`src/rtl/tmr_pkg.sv`:
```
package tmr_pkg;
  typedef enum logic [1:0] {
    ACT_OFF    = 2'd0,
    ACT_TOGGLE = 2'd1,
    ACT_CLEAR  = 2'd2,
    ACT_SET    = 2'd3
  } act_e;

  localparam logic [2:0] WAVE_CTC  = 3'b010;
  localparam int         ADDR_W    = 3;
  localparam logic [2:0] ADDR_CTLA = 3'd0;
  localparam logic [2:0] ADDR_CTLB = 3'd1;
  localparam logic [2:0] ADDR_CMPA = 3'd2;
  localparam logic [2:0] ADDR_CMPB = 3'd3;
  localparam logic [2:0] ADDR_CNT  = 3'd4;
endpackage

```
`src/rtl/tmr_rst_sync.sv`:
```
module tmr_rst_sync #(
  parameter int STAGES = 2
) (
  input  logic clk,
  input  logic rst_n,
  output logic rst_sync_n
);
  logic [STAGES-1:0] sh_q;
  logic [STAGES-1:0] sh_d;

  always_comb begin
    sh_d = {sh_q[STAGES-2:0], 1'b1};
  end

  always_ff @(posedge clk or negedge rst_n) begin
    if (!rst_n) sh_q <= '0;
    else        sh_q <= sh_d;
  end

  assign rst_sync_n = sh_q[STAGES-1];
endmodule

```
`src/rtl/tmr_regs.sv`:
```
module tmr_regs
  import tmr_pkg::*;
#(
  parameter int DW     = 8,
  parameter int NUM_CH = 2
) (
  input  logic              clk,
  input  logic              rst_n,
  input  logic              wr_en,
  input  logic [ADDR_W-1:0] wr_addr,
  input  logic [DW-1:0]     wr_data,
  input  logic [ADDR_W-1:0] rd_addr,
  input  logic [DW-1:0]     cnt,
  output logic [DW-1:0]     rd_data,
  output logic [2*NUM_CH-1:0] mode_flat,
  output logic [2:0]        wave,
  output logic [DW*NUM_CH-1:0] cmp_flat
);
  logic [1:0]    mode_q [NUM_CH];
  logic [1:0]    mode_d [NUM_CH];
  logic [1:0]    wlo_q, wlo_d;
  logic          whi_q, whi_d;
  logic [DW-1:0] cmp_q  [NUM_CH];
  logic [DW-1:0] cmp_d  [NUM_CH];

  always_comb begin
    wlo_d = wlo_q;
    whi_d = whi_q;
    for (int c = 0; c < NUM_CH; c++) begin
      mode_d[c] = mode_q[c];
      cmp_d[c]  = cmp_q[c];
    end
    if (wr_en) begin
      case (wr_addr)
        ADDR_CTLA: begin
          mode_d[0] = wr_data[7:6];
          mode_d[1] = wr_data[5:4];
          wlo_d     = wr_data[1:0];
        end
        ADDR_CTLB: whi_d = wr_data[3];
        ADDR_CMPA: cmp_d[0] = wr_data;
        ADDR_CMPB: cmp_d[1] = wr_data;
        default: ;
      endcase
    end
  end

  always_ff @(posedge clk or negedge rst_n) begin
    if (!rst_n) begin
      wlo_q <= '0;
      whi_q <= 1'b0;
      for (int c = 0; c < NUM_CH; c++) begin
        mode_q[c] <= '0;
        cmp_q[c]  <= '0;
      end
    end else begin
      wlo_q <= wlo_d;
      whi_q <= whi_d;
      for (int c = 0; c < NUM_CH; c++) begin
        mode_q[c] <= mode_d[c];
        cmp_q[c]  <= cmp_d[c];
      end
    end
  end

  always_comb begin
    rd_data = '0;
    case (rd_addr)
      ADDR_CTLA: rd_data[7:0] = {mode_q[0], mode_q[1], 2'b00, wlo_q};
      ADDR_CTLB: rd_data[3]   = whi_q;
      ADDR_CMPA: rd_data      = cmp_q[0];
      ADDR_CMPB: rd_data      = cmp_q[1];
      ADDR_CNT:  rd_data      = cnt;
      default:   rd_data      = '0;
    endcase
  end

  assign wave = {whi_q, wlo_q};

  generate
    for (genvar g = 0; g < NUM_CH; g++) begin : g_out
      assign mode_flat[2*g +: 2]  = mode_q[g];
      assign cmp_flat[DW*g +: DW] = cmp_q[g];
    end
  endgenerate
endmodule

```
`src/rtl/tmr_counter.sv`:
```
module tmr_counter #(
  parameter int CNT_W = 8
) (
  input  logic             clk,
  input  logic             rst_n,
  input  logic             cnt_en,
  input  logic             ctc,
  input  logic [CNT_W-1:0] top,
  output logic [CNT_W-1:0] cnt
);
  logic [CNT_W-1:0] cnt_q, cnt_d;

  always_comb begin
    cnt_d = cnt_q;
    if (cnt_en) begin
      if (ctc && (cnt_q == top)) cnt_d = '0;
      else                       cnt_d = cnt_q + 1'b1;
    end
  end

  always_ff @(posedge clk or negedge rst_n) begin
    if (!rst_n) cnt_q <= '0;
    else        cnt_q <= cnt_d;
  end

  assign cnt = cnt_q;
endmodule

```
`src/rtl/tmr_cmp_chan.sv`:
```
module tmr_cmp_chan
  import tmr_pkg::*;
#(
  parameter int CNT_W = 8
) (
  input  logic             clk,
  input  logic             rst_n,
  input  logic             cnt_en,
  input  logic [CNT_W-1:0] cnt,
  input  logic [CNT_W-1:0] cmp,
  input  logic [1:0]       mode,
  input  logic             port_val,
  input  logic             port_dir,
  output logic             lat,
  output logic             pin_out,
  output logic             pin_oe
);
  logic lat_q, lat_d;
  logic hit;
  act_e act;

  assign act = act_e'(mode);
  assign hit = cnt_en && (cnt == cmp);

  always_comb begin
    lat_d = lat_q;
    if (hit) begin
      case (act)
        ACT_TOGGLE: lat_d = ~lat_q;
        ACT_CLEAR:  lat_d = 1'b0;
        ACT_SET:    lat_d = 1'b1;
        default:    lat_d = lat_q;
      endcase
    end
  end

  always_ff @(posedge clk or negedge rst_n) begin
    if (!rst_n) lat_q <= 1'b0;
    else        lat_q <= lat_d;
  end

  assign lat     = lat_q;
  assign pin_out = (act != ACT_OFF) ? lat_q : port_val;
  assign pin_oe  = port_dir;
endmodule

```
`src/rtl/cmp_timer_unit.sv`:
```
module cmp_timer_unit
  import tmr_pkg::*;
#(
  parameter int CNT_W  = 8,
  parameter int NUM_CH = 2
) (
  input  logic              clk,
  input  logic              rst_n,
  input  logic              cnt_en,
  input  logic              wr_en,
  input  logic [2:0]        wr_addr,
  input  logic [CNT_W-1:0]  wr_data,
  input  logic [2:0]        rd_addr,
  output logic [CNT_W-1:0]  rd_data,
  input  logic [NUM_CH-1:0] port_val,
  input  logic [NUM_CH-1:0] port_dir,
  output logic [NUM_CH-1:0] pin_out,
  output logic [NUM_CH-1:0] pin_oe
);
  logic                      rst_i_n;
  logic [CNT_W-1:0]          cnt_q;
  logic [2*NUM_CH-1:0]       mode_flat;
  logic [CNT_W*NUM_CH-1:0]   cmp_flat;
  logic [2:0]                wave;
  logic [NUM_CH-1:0]         lat;
  logic                      ctc;

  tmr_rst_sync #(.STAGES(2)) u_rst (
    .clk        (clk),
    .rst_n      (rst_n),
    .rst_sync_n (rst_i_n)
  );

  tmr_regs #(.DW(CNT_W), .NUM_CH(NUM_CH)) u_regs (
    .clk       (clk),
    .rst_n     (rst_i_n),
    .wr_en     (wr_en),
    .wr_addr   (wr_addr),
    .wr_data   (wr_data),
    .rd_addr   (rd_addr),
    .cnt       (cnt_q),
    .rd_data   (rd_data),
    .mode_flat (mode_flat),
    .wave      (wave),
    .cmp_flat  (cmp_flat)
  );

  assign ctc = (wave == WAVE_CTC);

  tmr_counter #(.CNT_W(CNT_W)) u_cnt (
    .clk    (clk),
    .rst_n  (rst_i_n),
    .cnt_en (cnt_en),
    .ctc    (ctc),
    .top    (cmp_flat[CNT_W-1:0]),
    .cnt    (cnt_q)
  );

  generate
    for (genvar g = 0; g < NUM_CH; g++) begin : g_ch
      tmr_cmp_chan #(.CNT_W(CNT_W)) u_ch (
        .clk      (clk),
        .rst_n    (rst_i_n),
        .cnt_en   (cnt_en),
        .cnt      (cnt_q),
        .cmp      (cmp_flat[CNT_W*g +: CNT_W]),
        .mode     (mode_flat[2*g +: 2]),
        .port_val (port_val[g]),
        .port_dir (port_dir[g]),
        .lat      (lat[g]),
        .pin_out  (pin_out[g]),
        .pin_oe   (pin_oe[g])
      );
    end
  endgenerate
endmodule

```
`config.mk`:
```
export PLATFORM = sky130hd
export DESIGN_NAME = cmp_timer_unit
export DESIGN_NICKNAME = d
export VERILOG_FILES = /design/src/rtl/tmr_pkg.sv /design/src/rtl/tmr_rst_sync.sv /design/src/rtl/tmr_regs.sv /design/src/rtl/tmr_counter.sv /design/src/rtl/tmr_cmp_chan.sv /design/src/rtl/cmp_timer_unit.sv
export SDC_FILE = /design/constraint.sdc
export NUM_CORES = 1
export LEC_CHECK = 0
export BUFFER_PORTS_ARGS = -buffer_cell sky130_fd_sc_hd__buf_2
export CAP_MARGIN = 20
export CORE_MARGIN = 4
export CORE_UTILIZATION = 37
export CTS_BUF_LIST = sky130_fd_sc_hd__clkbuf_8
export CTS_CLUSTER_DIAMETER = 60
export DETAILED_ROUTE_END_ITERATION = 7
export PLACE_DENSITY = 0.67
export SYNTH_ARGS = -nofsm -noshare
export SYNTH_HDL_FRONTEND = slang
export SYNTH_SLANG_ARGS = --single-unit
```
`constraint.sdc`:
```
create_clock -name clk -period 1.5 [get_ports clk]
set_clock_uncertainty 0.05 [all_clocks]
set_input_delay 0.225 -clock clk [delete_from_list [all_inputs] [get_ports clk]]
set_output_delay 0.225 -clock clk [all_outputs]
set_load 0.005 [all_outputs]
```
Word level (Yosys, flattened, before mapping)
Cells that the tools add are included.
{"block": "totals", "regBits": 35, "inputBits": 22, "output_inout_bits": 12, "elab_cells": 52}
{"block": "classes", "n_reduce_logical": 15, "bitwise": 2, "n_mux": 8, "addsub": 1, "eq_ne": 16}
{"op": "8-bit equality test", "count": 2}
{"op": "4-bit one-hot mux with 4 select lines", "count": 1}
{"op": "3-bit by 2-bit equality test with 1-bit output, second input constant", "count": 5}
{"op": "3-bit one-hot mux with 4 select lines", "count": 1}
{"op": "2-bit AND reduction", "count": 6}
{"op": "8-bit by 1-bit adder with 8-bit output, second input constant", "count": 1}
{"op": "2-bit equality test, second input constant", "count": 4}
{"op": "8-bit two-way mux", "count": 1}
{"op": "3-bit by 1-bit equality test with 1-bit output, second input constant", "count": 2}
{"op": "3-bit zero test", "count": 2}
{"op": "1-bit one-hot mux with 3 select lines", "count": 2}
{"op": "3-bit nonzero test", "count": 2}
{"op": "2-bit by 1-bit equality test with 1-bit output, second input constant", "count": 2}
{"op": "1-bit one-hot mux with 4 select lines", "count": 1}
{"op": "2-bit nonzero test", "count": 2}
{"op": "3-bit equality test, second input constant", "count": 1}
{"op": "1-bit logical AND", "count": 3}
{"op": "1-bit two-way mux", "count": 2}
{"op": "1-bit NOT", "count": 2}

Depth between registers and ports, before layout
{"block": "depth", "ltp_word": 3, "depth_mapped": 5, "depth_no_buf": 5}

Modules after synthesis
A second synthesis with hierarchy kept.
{"block": "hier_totals", "cells_unflattened": 175, "hier_area_um2": 2024.4}
{"mod": "tmr_regs", "seq_area_each_um2": 575.6, "instances": 1, "area_per_inst_um2": 1152.4, "cells_each": 84}
{"mod": "tmr_counter", "seq_area_each_um2": 200.2, "instances": 1, "area_per_inst_um2": 470.5, "cells_each": 47}
{"mod": "tmr_cmp_chan", "seq_area_each_um2": 25.0, "instances": 2, "area_per_inst_um2": 167.7, "cells_each": 20}
{"mod": "tmr_rst_sync", "seq_area_each_um2": 50.0, "instances": 1, "area_per_inst_um2": 53.8, "cells_each": 3}
{"mod": "cmp_timer_unit", "seq_area_each_um2": 0.0, "instances": 1, "area_per_inst_um2": 12.5, "cells_each": 1}

Least setup slack after synthesis
Ideal clock, no wire load.
{"block": "synth_path", "kind": "register to register", "startpoint": "register u_cnt.cnt_q[0] (netlist: u_cnt.cnt[0])", "endpoint": "register g_ch[0].u_ch.lat_q", "required_ns": 1.319, "period_less_slack_ns": 1.596, "n_path_buf": 1, "slack_ns": -0.096, "path_stages_with_launch": 6, "setup_time_ns": 0.131, "arrival_ns": 1.415, "cell_sequence": "dfrtp_1 > buf_2 > xnor2_2 > nand4_2 > o31a_1 > or3_1"}
{"block": "synth_via", "elab_chain_cells": 3}
{"item": "start, declared", "line_no": "tmr_counter.sv:11", "rtl": "logic [CNT_W-1:0] cnt_q, cnt_d;"}
{"item": "start signal, assigned", "line_no": "tmr_counter.sv:23", "rtl": "else cnt_q <= cnt_d;"}
{"item": "8-bit equality test", "line_no": "tmr_cmp_chan.sv:23", "rtl": "assign hit = cnt_en && (cnt == cmp);"}
{"item": "1-bit logical AND", "line_no": "tmr_cmp_chan.sv:23"}
{"item": "2-bit AND reduction (no source line)"}
{"item": "end signal, assigned", "line_no": "tmr_cmp_chan.sv:39", "rtl": "else lat_q <= lat_d;"}
{"item": "end, declared", "line_no": "tmr_cmp_chan.sv:18", "rtl": "logic lat_q, lat_d;"}
Every way passes these cells.
A chain may end at the register's enable or synchronous reset.

Worst setup path after layout
{"block": "layout_path", "startpoint": "register u_regs.cmp_q (netlist bit u_regs.cmp_flat[0])", "endpoint": "output port rd_data[0]"}
{"block": "layout_via", "elab_chain_cells": 1}
{"item": "start, declared", "line_no": "tmr_regs.sv:23", "rtl": "logic [DW-1:0] cmp_q [NUM_CH];"}
{"item": "start signal, assigned by index", "line_no": "tmr_regs.sv:61", "rtl": "cmp_q[c] <= cmp_d[c];"}
{"item": "3-bit one-hot mux with 4 select lines", "line_no": "tmr_regs.sv:68", "rtl": "case (rd_addr)"}
{"item": "end, declared", "line_no": "cmp_timer_unit.sv:14", "rtl": "output logic [CNT_W-1:0] rd_data,"}
Every way passes these cells.

==> impl_results.md <==
* Clk_lat worst skew at 300 ps
* Peak supply drop at 0.729 mV
* Register share of total power at 35.9%
* Count of buffers from port buffering at 29
* Seq/Total Area, Yosys at 43.4%
* Sum of routed wire segments on met1 at 2.22 mm
* Fraction of the core area covered by cells at the end of the flow at 55.3%
* H-Tree Depth at 2
* Endpoint of the worst hold-timing path: u_regs.cmp_flat[10]
* Result of the run: finished with violations
* Number of design rule violations left after detail routing at 0
* Power density cells at 1390 mW/mm²
* Area added between synthesis and finish at 42.7%
* Cell at the root of the clock tree: clkbuf_8
* Count of cells along the worst hold path at 2
* Net switching fraction of the power at 35.6%
* Core ar. at 0.00520 mm²
* Beginning of the worst hold path: wr_data[2]
* Worst Path Arrival at 1420 ps
* Pin count of the biggest net entering global routing at 34
* CP max-delay cell: dfrtp_1
* Count of antenna-violating nets left after detailed routing at 0
* Area of the mapped netlist at 0.00202 mm²
* Clock Tree Buf Depth at 2
* HP Class: in -> reg
* Routability Congestion at 0.901
* Reg-to-reg startpoint: u_cnt.cnt[3]
* Clock edge transition at the registers on the reported setup and hold paths at 80 ps
* Finish-stage setup viols at 17
* Number of buffers inserted during clock tree synthesis at 5
* Comb power frac at 45.7%
* Design internal power at 2.57 mW
* Detailed Place HPWL at 3.68 mm
* Die Width at 81.9 µm
* Mapped Avg Cell Area at 10.7 µm²
* Final hold violation count at 0
* Endpoint required time on the critical path at 1220 ps
* Part of the total power dissipated in the clock network at 18.3%
* Die Y-Extent at 81.9 µm
* Fmax achieved at 590 MHz
* Maximum net fanout on the critical path at 2
* Worst R2R End: g_ch[0].u_ch.lat
* Kind of cell adding the most delay to the critical path: flip-flops
* Wire length on met2 at 2.63 mm
* Number of global-route vias before repair at 1,701
* CP startpoint kind: flop
* Number of pins with negative max-slew slack in the final report at 0
* Yosys cell types at 38
* Global-route wire length before repair at 8.12 mm
* Number of enable-type register cells in the synthesized netlist at 0
* Largest stage delay on the critical path at 410 ps
* Iteration-0 DRC count of the detailed router at 54
* Most used flip-flop cell after synthesis: dfrtp_1
* Sum of routed wire length over all layers at 5.21 mm
* Average wire per standard cell at 15.8 µm
* Failing checks: negative setup slack
* CTS tree: built
* Fraction of final layout cells sized beyond drive strength 1 at 56.2%
* Total overflow reported by the global router at 0
* Type of element capturing the critical path: output pin
* Ant. Diodes at 0
* Overall die area at 0.00670 mm²
* Net Count, Synth at 212
* Final Critical Period at 1700 ps
* Number of placement rows at 26
* Min setup slack post-route at -196 ps
* Post-route fraction of the period consumed by the critical path at 113%
* Critical path, cell by cell: buf_6, mux2i_1, nor2_1, a21oi_1, o21ai_1, buf_2
* Post-layout nets at 282
* Proportion of synthesized flip-flops having asynchronous set or reset at 100%
* Antenna violations before repair at 0
* Unrepaired setup endpoints after global routing: true
* Top-Level Pins at 34
* Number of sinks handled by clock tree synthesis at 35
* Count of warnings emitted by yosys at 0
* R2R cell count at 5
* FILL cells at 458
* Switching power at 1.42 mW
* Detail Route met3 WL at 249 µm
* Overall via count from detail_route at 1,660
* Starting density of the core at 38.8%
* Yosys reg bits at 35
* Buffer and inverter count on the worst path at 2
* Flop2flop setup slack at -80 ps
* MaxCap Viol Count at 0
* Gate count after technology mapping at 189
* Total routing resource utilization after global routing at 16.3%
* Kind of critical path: reg -> out
* Static Leakage at 1.26 nW
* Count of TritonRoute iterations in the first routing pass at 4
* Post-layout power at 4.00 mW
* Detail-routed via count per cell at 5.03
* Top layer used by detailed routing: met4
## timing repair
action,in CTS,in global routing
pin swaps,8,21
setup endpoints to repair,20,20
buffers inserted,6,9
gates resized for setup,22,35
endpoints found under the hold margin,2,0
hold buffers,1,0
## power groups by stage
stage | clock network [mW] | registers [mW] | logic (mW)
2_1_floorplan | 0 | 1.33 | 0.957
4_1_cts | 0.745 | 1.42 | 1.49
3_5_place_dp | 0 | 1.43 | 1.31
3_3_place_gp | 0 | 1.42 | 1.29
6_report | 0.732 | 1.44 | 1.83
5_1_grt | 0.781 | 1.47 | 1.97
## routing by layer
layer  GRT usage (%)  vias up
li1                -      801
met1            20.4      805
met2            27.3       41
met3            4.06       13
met4            5.65        0
met5               0        -
## stage by stage
step | cells | area [µm²] | worst slack, ps | TNS [ps] | hold slack, ps
after floorplan | 189 | 2050 | -17.0 | -17.0 | -121
after CTS | 321 | 2660 | -184 | -974 | 119
after global placement | 306 | 2420 | -152 | -523 | -40.4
final | 330 | 2880 | -196 | -1080 | 126
after global routing | 330 | 2880 | -268 | -2790 | 124
after detailed placement | 306 | 2420 | -139 | -412 | -39.3
## placed cells by master, fill, tap and decap left out, types with 3 or more instances in the layout
cell type	synthesis	final
dfrtp_2	0	5
xnor2_1	15	9
xor2_1	3	3
xnor2_2	4	8
inv_1	3	3
clkbuf_8	0	5
nor2_1	17	9
nand2_1	18	17
mux2_2	25	23
nor2_4	0	4
nand4_1	3	3
buf_2	5	27
dfrtp_1	35	30
a21oi_1	5	4
buf_6	2	11
nor2_2	0	4
o21ai_1	0	5
mux2i_1	10	10
buf_4	4	39
## cell families after synthesis
family                     count (synthesis)  share of synthesized area (%)
and+or+nand+nor                           57                           14.5
muxes                                     35                           18.9
DFF                                       35                           43.4
xor gates and xnor gates                  22                           11.0
AOI/OAI and AO/OA                         20                           6.14
buffers and inverters                     18                           5.21
adders and majority gates                  1                          0.620
other                                      1                          0.186
## area by class of cell
cell class | instances | area [µm²] | share of cell area, %
sequential | 35 | 882 | 30.6
clock buffer | 5 | 68.8 | 2.39
inverter | 3 | 11.3 | 0.391
timing repair buffer | 78 | 562 | 19.5
clock inverter | 3 | 23.8 | 0.825
multi-input combinational | 136 | 1240 | 43.2
tap | 70 | 87.6 | 3.04
## registers in the layout (all words and copies together), names as in the netlist
signal / flops
g_ch.u_ch.lat: 2
u_regs.wlo_q: 2
u_regs.cmp_flat: 16
u_rst.sh_q: 2
u_regs.whi_q: 1
u_regs.mode_flat: 4
u_cnt.cnt: 8
## Yosys cell counts, drive strengths merged, types with 3 or more instances
master / instances / area share, %
mux2i: 10 / 5.0
nand2: 18 / 3.3
nor2: 17 / 3.2
nand4: 4 / 1.5
inv: 3 / 0.56
a21oi: 5 / 1.2
o21ai: 6 / 1.5
clkbuf: 4 / 0.81
xnor2: 19 / 9.7
nand3: 3 / 0.74
xor2: 3 / 1.3
dfrtp: 35 / 43
mux2: 25 / 14
buf: 11 / 3.8
## how the worst max path moves through the flow
stage | start | end | slack, ps | cells after the start
after detailed placement | u_cnt.cnt[4] | g_ch[1].u_ch.lat | -140 | 4
final | u_regs.cmp_flat[0] | rd_data[0] | -200 | 6
after floorplan | u_cnt.cnt[6] | g_ch[0].u_ch.lat | -20 | 5
after CTS | u_regs.wlo_q[1] | rd_data[1] | -180 | 6
after global routing | u_regs.cmp_flat[0] | rd_data[0] | -270 | 6
after global placement | u_cnt.cnt[1] | u_cnt.cnt[1] | -150 | 5
No activity file was read; power rests on OpenSTA's default activity.
